### config.mk
export PLATFORM = sky130hd
export DESIGN_NAME = bitlogic_unit
export DESIGN_NICKNAME = d
export VERILOG_FILES = /design/src/rtl/bitlogic_pkg.sv /design/src/rtl/bitlogic_opnd.sv /design/src/rtl/bitlogic_core.sv /design/src/rtl/bitlogic_flags.sv /design/src/rtl/bitlogic_unit.sv
export SDC_FILE = /design/constraint.sdc
export NUM_CORES = 1
export LEC_CHECK = 0
export ABC_AREA = 1
export BUFFER_PORTS_ARGS = -buffer_cell sky130_fd_sc_hd__buf_4
export CELL_PAD_IN_SITES_DETAIL_PLACEMENT = 2
export CELL_PAD_IN_SITES_GLOBAL_PLACEMENT = 2
export CORE_MARGIN = 1.5
export CORE_UTILIZATION = 29
export CTS_CLUSTER_DIAMETER = 30
export DETAILED_ROUTE_END_ITERATION = 7
export GPL_ROUTABILITY_DRIVEN = 1
export PLACE_DENSITY_LB_ADDON = 0.15
export SLEW_MARGIN = 20
export SYNTH_ARGS = -nofsm -noshare
export SYNTH_HDL_FRONTEND = slang
export SYNTH_SLANG_ARGS = --single-unit
### constraint.sdc
create_clock -name clk -period 2.3 [get_ports clk]
set_clock_uncertainty 0.2 [all_clocks]
set_input_delay 0.23 -clock clk [delete_from_list [all_inputs] [get_ports clk]]
set_output_delay 0.23 -clock clk [all_outputs]
set_load 0.03 [all_outputs]
### src/rtl/bitlogic_pkg.sv
package bitlogic_pkg;
   localparam int OP_W = 3;
   localparam int CR_W = 4;

   typedef enum logic [OP_W-1:0] {
      LOP_AND  = 3'd0,
      LOP_NAND = 3'd1,
      LOP_OR   = 3'd2,
      LOP_NOR  = 3'd3,
      LOP_XOR  = 3'd4,
      LOP_EQV  = 3'd5,
      LOP_ANDC = 3'd6,
      LOP_ORC  = 3'd7
   } lop_e;

   typedef struct packed {
      logic lt;
      logic gt;
      logic eq;
      logic so;
   } crf_t;
endpackage

### src/rtl/bitlogic_opnd.sv
module bitlogic_opnd #(
   parameter int DATA_W = 32,
   parameter int IMM_W  = 16
) (
   input  logic [DATA_W-1:0] reg_b,
   input  logic [IMM_W-1:0]  imm,
   input  logic              use_imm,
   input  logic              imm_hi,
   output logic [DATA_W-1:0] opnd_b
);
   localparam int PAD_W = DATA_W - IMM_W;

   logic [DATA_W-1:0] imm_lo_ext;
   logic [DATA_W-1:0] imm_hi_ext;

   generate
      if (IMM_W > DATA_W) begin : g_bad
         $error("bitlogic_opnd: IMM_W must not exceed DATA_W");
      end else if (PAD_W == 0) begin : g_same
         assign imm_lo_ext = imm;
         assign imm_hi_ext = imm;
      end else begin : g_pad
         assign imm_lo_ext = {{PAD_W{1'b0}}, imm};
         assign imm_hi_ext = {imm, {PAD_W{1'b0}}};
      end
   endgenerate

   always_comb begin
      if (!use_imm)    opnd_b = reg_b;
      else if (imm_hi) opnd_b = imm_hi_ext;
      else             opnd_b = imm_lo_ext;
   end
endmodule

### src/rtl/bitlogic_core.sv
module bitlogic_core
   import bitlogic_pkg::*;
#(
   parameter int DATA_W = 32
) (
   input  logic [OP_W-1:0]   op_sel,
   input  logic [DATA_W-1:0] a,
   input  logic [DATA_W-1:0] b,
   output logic [DATA_W-1:0] y
);
   lop_e op;
   assign op = lop_e'(op_sel);

   always_comb begin
      unique case (op)
         LOP_AND:  y = a & b;
         LOP_NAND: y = ~(a & b);
         LOP_OR:   y = a | b;
         LOP_NOR:  y = ~(a | b);
         LOP_XOR:  y = a ^ b;
         LOP_EQV:  y = ~(a ^ b);
         LOP_ANDC: y = a & ~b;
         LOP_ORC:  y = a | ~b;
         default:  y = '0;
      endcase
   end
endmodule

### src/rtl/bitlogic_flags.sv
module bitlogic_flags
   import bitlogic_pkg::*;
#(
   parameter int DATA_W = 32
) (
   input  logic [DATA_W-1:0] y,
   input  logic              so_in,
   output crf_t              crf
);
   logic is_zero;
   assign is_zero = (y == '0);

   always_comb begin
      crf.lt = y[DATA_W-1];
      crf.eq = is_zero;
      crf.gt = !y[DATA_W-1] && !is_zero;
      crf.so = so_in;
   end
endmodule

### src/rtl/bitlogic_unit.sv
module bitlogic_unit
   import bitlogic_pkg::*;
#(
   parameter int DATA_W = 32,
   parameter int IMM_W  = 16
) (
   input  logic              clk,
   input  logic              rst_n,
   input  logic              in_valid,
   input  logic [2:0]        op_sel,
   input  logic [DATA_W-1:0] src_a,
   input  logic [DATA_W-1:0] src_b,
   input  logic [IMM_W-1:0]  imm,
   input  logic              use_imm,
   input  logic              imm_hi,
   input  logic              rec_en,
   input  logic              so_in,
   output logic              out_valid,
   output logic [DATA_W-1:0] result,
   output logic              cr_wr,
   output logic [3:0]        cr_field
);
   generate
      if (DATA_W < 2) begin : g_bad_w
         $error("bitlogic_unit: DATA_W too small");
      end
   endgenerate

   logic [DATA_W-1:0] opnd_b;
   logic [DATA_W-1:0] y_comb;
   crf_t              crf_comb;
   logic              rec_eff;

   bitlogic_opnd #(.DATA_W(DATA_W), .IMM_W(IMM_W)) opnd_i (
      .reg_b(src_b), .imm(imm), .use_imm(use_imm), .imm_hi(imm_hi),
      .opnd_b(opnd_b)
   );

   bitlogic_core #(.DATA_W(DATA_W)) core_i (
      .op_sel(op_sel), .a(src_a), .b(opnd_b), .y(y_comb)
   );

   bitlogic_flags #(.DATA_W(DATA_W)) flags_i (
      .y(y_comb), .so_in(so_in), .crf(crf_comb)
   );

   // Immediate forms: only AND records, and it always does.
   assign rec_eff = use_imm ? (op_sel == LOP_AND) : rec_en;

   always_ff @(posedge clk or negedge rst_n) begin
      if (!rst_n) begin
         out_valid <= 1'b0;
         result    <= '0;
         cr_wr     <= 1'b0;
         cr_field  <= '0;
      end else begin
         out_valid <= in_valid;
         cr_wr     <= in_valid && rec_eff;
         cr_field  <= (in_valid && rec_eff) ? crf_comb : '0;
         if (in_valid) result <= y_comb;
      end
   end

   assert_valid_follows_R6: assert property (@(posedge clk) disable iff (!rst_n)
      in_valid |=> out_valid);
   assert_no_spurious_valid_R6: assert property (@(posedge clk) disable iff (!rst_n)
      !in_valid |=> !out_valid);
   assert_cr_one_sign_R7: assert property (@(posedge clk) disable iff (!rst_n)
      cr_wr |-> ($countones(cr_field[3:1]) == 1 && out_valid));
   assert_cr_eq_zero_R7: assert property (@(posedge clk) disable iff (!rst_n)
      cr_wr |-> (cr_field[1] == (result == '0)));
   assert_cr_so_copy_R8: assert property (@(posedge clk) disable iff (!rst_n)
      in_valid && rec_eff |=> cr_field[0] == $past(so_in));
   assert_quiet_cr_R9: assert property (@(posedge clk) disable iff (!rst_n)
      !cr_wr |-> cr_field == '0);
   assert_imm_norec_R10: assert property (@(posedge clk) disable iff (!rst_n)
      in_valid && use_imm && op_sel != LOP_AND |=> !cr_wr);
   assert_imm_and_rec_R11: assert property (@(posedge clk) disable iff (!rst_n)
      in_valid && use_imm && op_sel == LOP_AND |=> cr_wr);
endmodule

==> flow_metrics.env <==
export IMPL_wl_mm=25.48
export IMPL_initial_core_util_pct=29.76
export IMPL_final_util_pct=38.31
export IMPL_yosys_cell_count_top_type="nand2_1"
export IMPL_drt_initial_drc_count=288
export IMPL_path_class="in -> reg"
export IMPL_tightestPinTransition_ns=0.5575
export IMPL_antenna_left=0
export IMPL_overflow=0
export IMPL_layout_min_cycle_time_ns=2.048
export IMPL_yosys_area_top_type_share_pct=33.80
export IMPL_synth_area_top_cells="nand2_1 (34%), dfrtp_1 (18%), nand3_1 (12%)"
export IMPL_synth_cell_types=21
export IMPL_root_buffer="clkbuf_16"
export IMPL_synth_warnings=0
export IMPL_nFillCells=2389
export IMPL_avgSynthCellArea_sq_um=5.193
export IMPL_die_h_um=139
export IMPL_grt_max_degree=45
export IMPL_crit_path_frequent_cell="nand2_1"
export IMPL_max_freq_mhz=488.2
export IMPL_dpl_worst_slack_ns=-0.04095
export IMPL_hold_path_class="in -> reg"
export IMPL_syn_to_final_growth_pct=28.74
export IMPL_cp_max_fo=32
export IMPL_relSlewSlack_pct=62.61
export IMPL_final_setup_viol_count=0
export IMPL_post_drt_wl_per_cell_um=18.32
export IMPL_period_share_pct=89.06
export IMPL_cts_max_level=2
export IMPL_hold_buffers=3
export IMPL_grtUsageTotal_pct=26.44
export IMPL_die_area_sq_um=19320
export IMPL_insertion_delay_ns=0.28
export IMPL_die_width_um=139
export IMPL_remaining_drc_errors=0
export IMPL_drv_cap=0
export IMPL_p_per_area_nw_per_um2=456.5
export IMPL_slew_viol_final=0
export IMPL_rrSetupSlack_ns=1.36
export IMPL_firstDrtPassIters=5
export IMPL_grt_pass1_wl_mm=41.17
export IMPL_cts_tree="done"
export IMPL_place_congestion=0.8619
export IMPL_port_buffers=127
export IMPL_required_ns=2.32
export IMPL_ir_worst_vdd_v=0.0005236
export IMPL_hold_viol=0
export IMPL_seq_area_frac_synth_pct=17.73
export IMPL_synth_seq_cells=38
export IMPL_cts_made_buffers=5
export IMPL_slowest_stage="buf_12"
export IMPL_clkSinkCount=38
export IMPL_start_kind="primary input"
export IMPL_syn_area_sq_um=5364
export IMPL_syn_nets=1123
export IMPL_leakage_nw=3.808
export IMPL_ys_flop_type="dfrtp_1"
export IMPL_netlist_instances=1033
export IMPL_cpPeakStageDelay_ns=0.22
export IMPL_ctsResizeCount=0
export IMPL_antenna_found_initial=0
export IMPL_grt_pass1_vias=7606
export IMPL_clockBufferDepth=2
export IMPL_antenna_cells=0
export IMPL_async_flop_share_pct=100.0
export IMPL_synth_edf_count=0
export IMPL_clkTransAtPathRegs_ns=0.06
export IMPL_io_pins=128
export IMPL_rsz0062_at_grt="no"
export IMPL_synth_common_cells="nand2_1 (483), nand3_1 (126), nor2_1 (97), inv_1 (67), o21ai_0 (67)"
export IMPL_end_kind="flop"
export IMPL_post_cts_setup_buffer_count=0
export IMPL_yosys_area_top_type="nand2_1"
export IMPL_arrival_ns=2.06
export IMPL_via_per_inst=5.214
export IMPL_status="complete, no violations"
export IMPL_crit_chain="buf_4 -> buf_12 -> nand3_1 -> nand2_1 -> nand2_1 -> nand2_1 -> nand2_1 -> nor2_1 -> nand2_1 -> nand2_1 -> nand2_1 -> nor2_1 -> nand2_1 -> nor2_2 -> nand2_1 -> nor2_2"
export IMPL_coreArea_sq_um=18020
export IMPL_rows=49
export IMPL_post_dp_hpwl_mm=20.18
export IMPL_drive_above_1_share_pct=20.57
export IMPL_nets=1251
export IMPL_vias=7253
export IMPL_setup_ws_ns=0.2515
[flip-flops by register name, indices dropped and copies added (netlist names)]
name       flops
cr_wr          1
result        32
out_valid      1
cr_field       4
[path summary, 6_finish.rpt]
path / from / to / cells after the start
worst min-delay path: rec_en / cr_wr / 3
min in group asynchronous: rst_n / result[4] / 2
worst max-delay path: use_imm / cr_field[1] / 16
worst max register to register: result[11] / result[11] / 2
worst min register to register: result[17] / result[17] / 2
max in group asynchronous: rst_n / result[22] / 2
[where the power goes]
part	total, W	switching (W)	internal, W
clock network	0.000769	0.000257	0.000512
logic	0.00157	0.00102	0.000555
registers	0.000812	0.0000536	0.000758
total	0.00315	0.00133	0.00183
[final cells by class]
class                      count  area [sq um]  share of cell area [%]
clock buffer                   7         132.6                   1.921
clock inverter                 1         30.03                  0.4349
inverter                      73         289.0                   4.186
multi-input combinational    867          3800                   55.03
sequential                    38         950.9                   13.77
tap                          229         286.5                   4.149
timing repair buffer         176          1416                   20.51
[per-stage QoR]
step / area (sq um) / hold WS [ns] / setup TNS (ns) / total power (W) / std cells
after global routing: 6905 / 0.2067 / 0 / 0.003361 / 1391
final: 6905 / 0.1653 / 0 / 0.003153 / 1391
after CTS: 6905 / 0.1659 / 0 / 0.003183 / 1391
after detailed placement: 6713 / 0.02717 / -0.05322 / 0.002388 / 1380
after global placement: 6713 / 0.02118 / 0 / 0.002331 / 1380
after floorplan: 5364 / -0.2656 / 0 / 0.001686 / 1033
[kinds of logic (layout without fill, tap and decap cells)]
group           after synthesis  count (layout)  share of synthesized area, %
flops                        38              38                         17.73
simple gates                788             788                         63.24
compound gates               79              79                         7.371
buf+inv                     128             257                         11.66
[layout by cell type (no fill, tap or decap), types with 17 or more instances in the layout]
master and instances:
o21ai_0 67, dfrtp_1 38, nand3_2 17, nand2_1 483, inv_1 67, nand3_1 126
nand4_1 27, nand2_2 31, buf_4 166, nor2_1 97
[metal layers]
| layer | vias up | routed length [um] | part of all wire, % | GRT usage (%) |
|---|---|---|---|---|
| met3 | 27 | 643 | 2.5 | 1.450 |
| met2 | 146 | 12170 | 48 | 46.46 |
| met5 | - | 0 | 0 | 0 |
| met4 | 0 | 427 | 1.7 | 5.866 |
| met1 | 3553 | 12240 | 48 | 35.67 |
| li1 | 3527 | - | - | - |
[worst max-delay path, delay by kind of cell]
kind                   cells  cell delay (ns)
buffers and inverters      2             0.35
and+or+nand+nor           14             1.47
(Power assumes the default switching activity.)
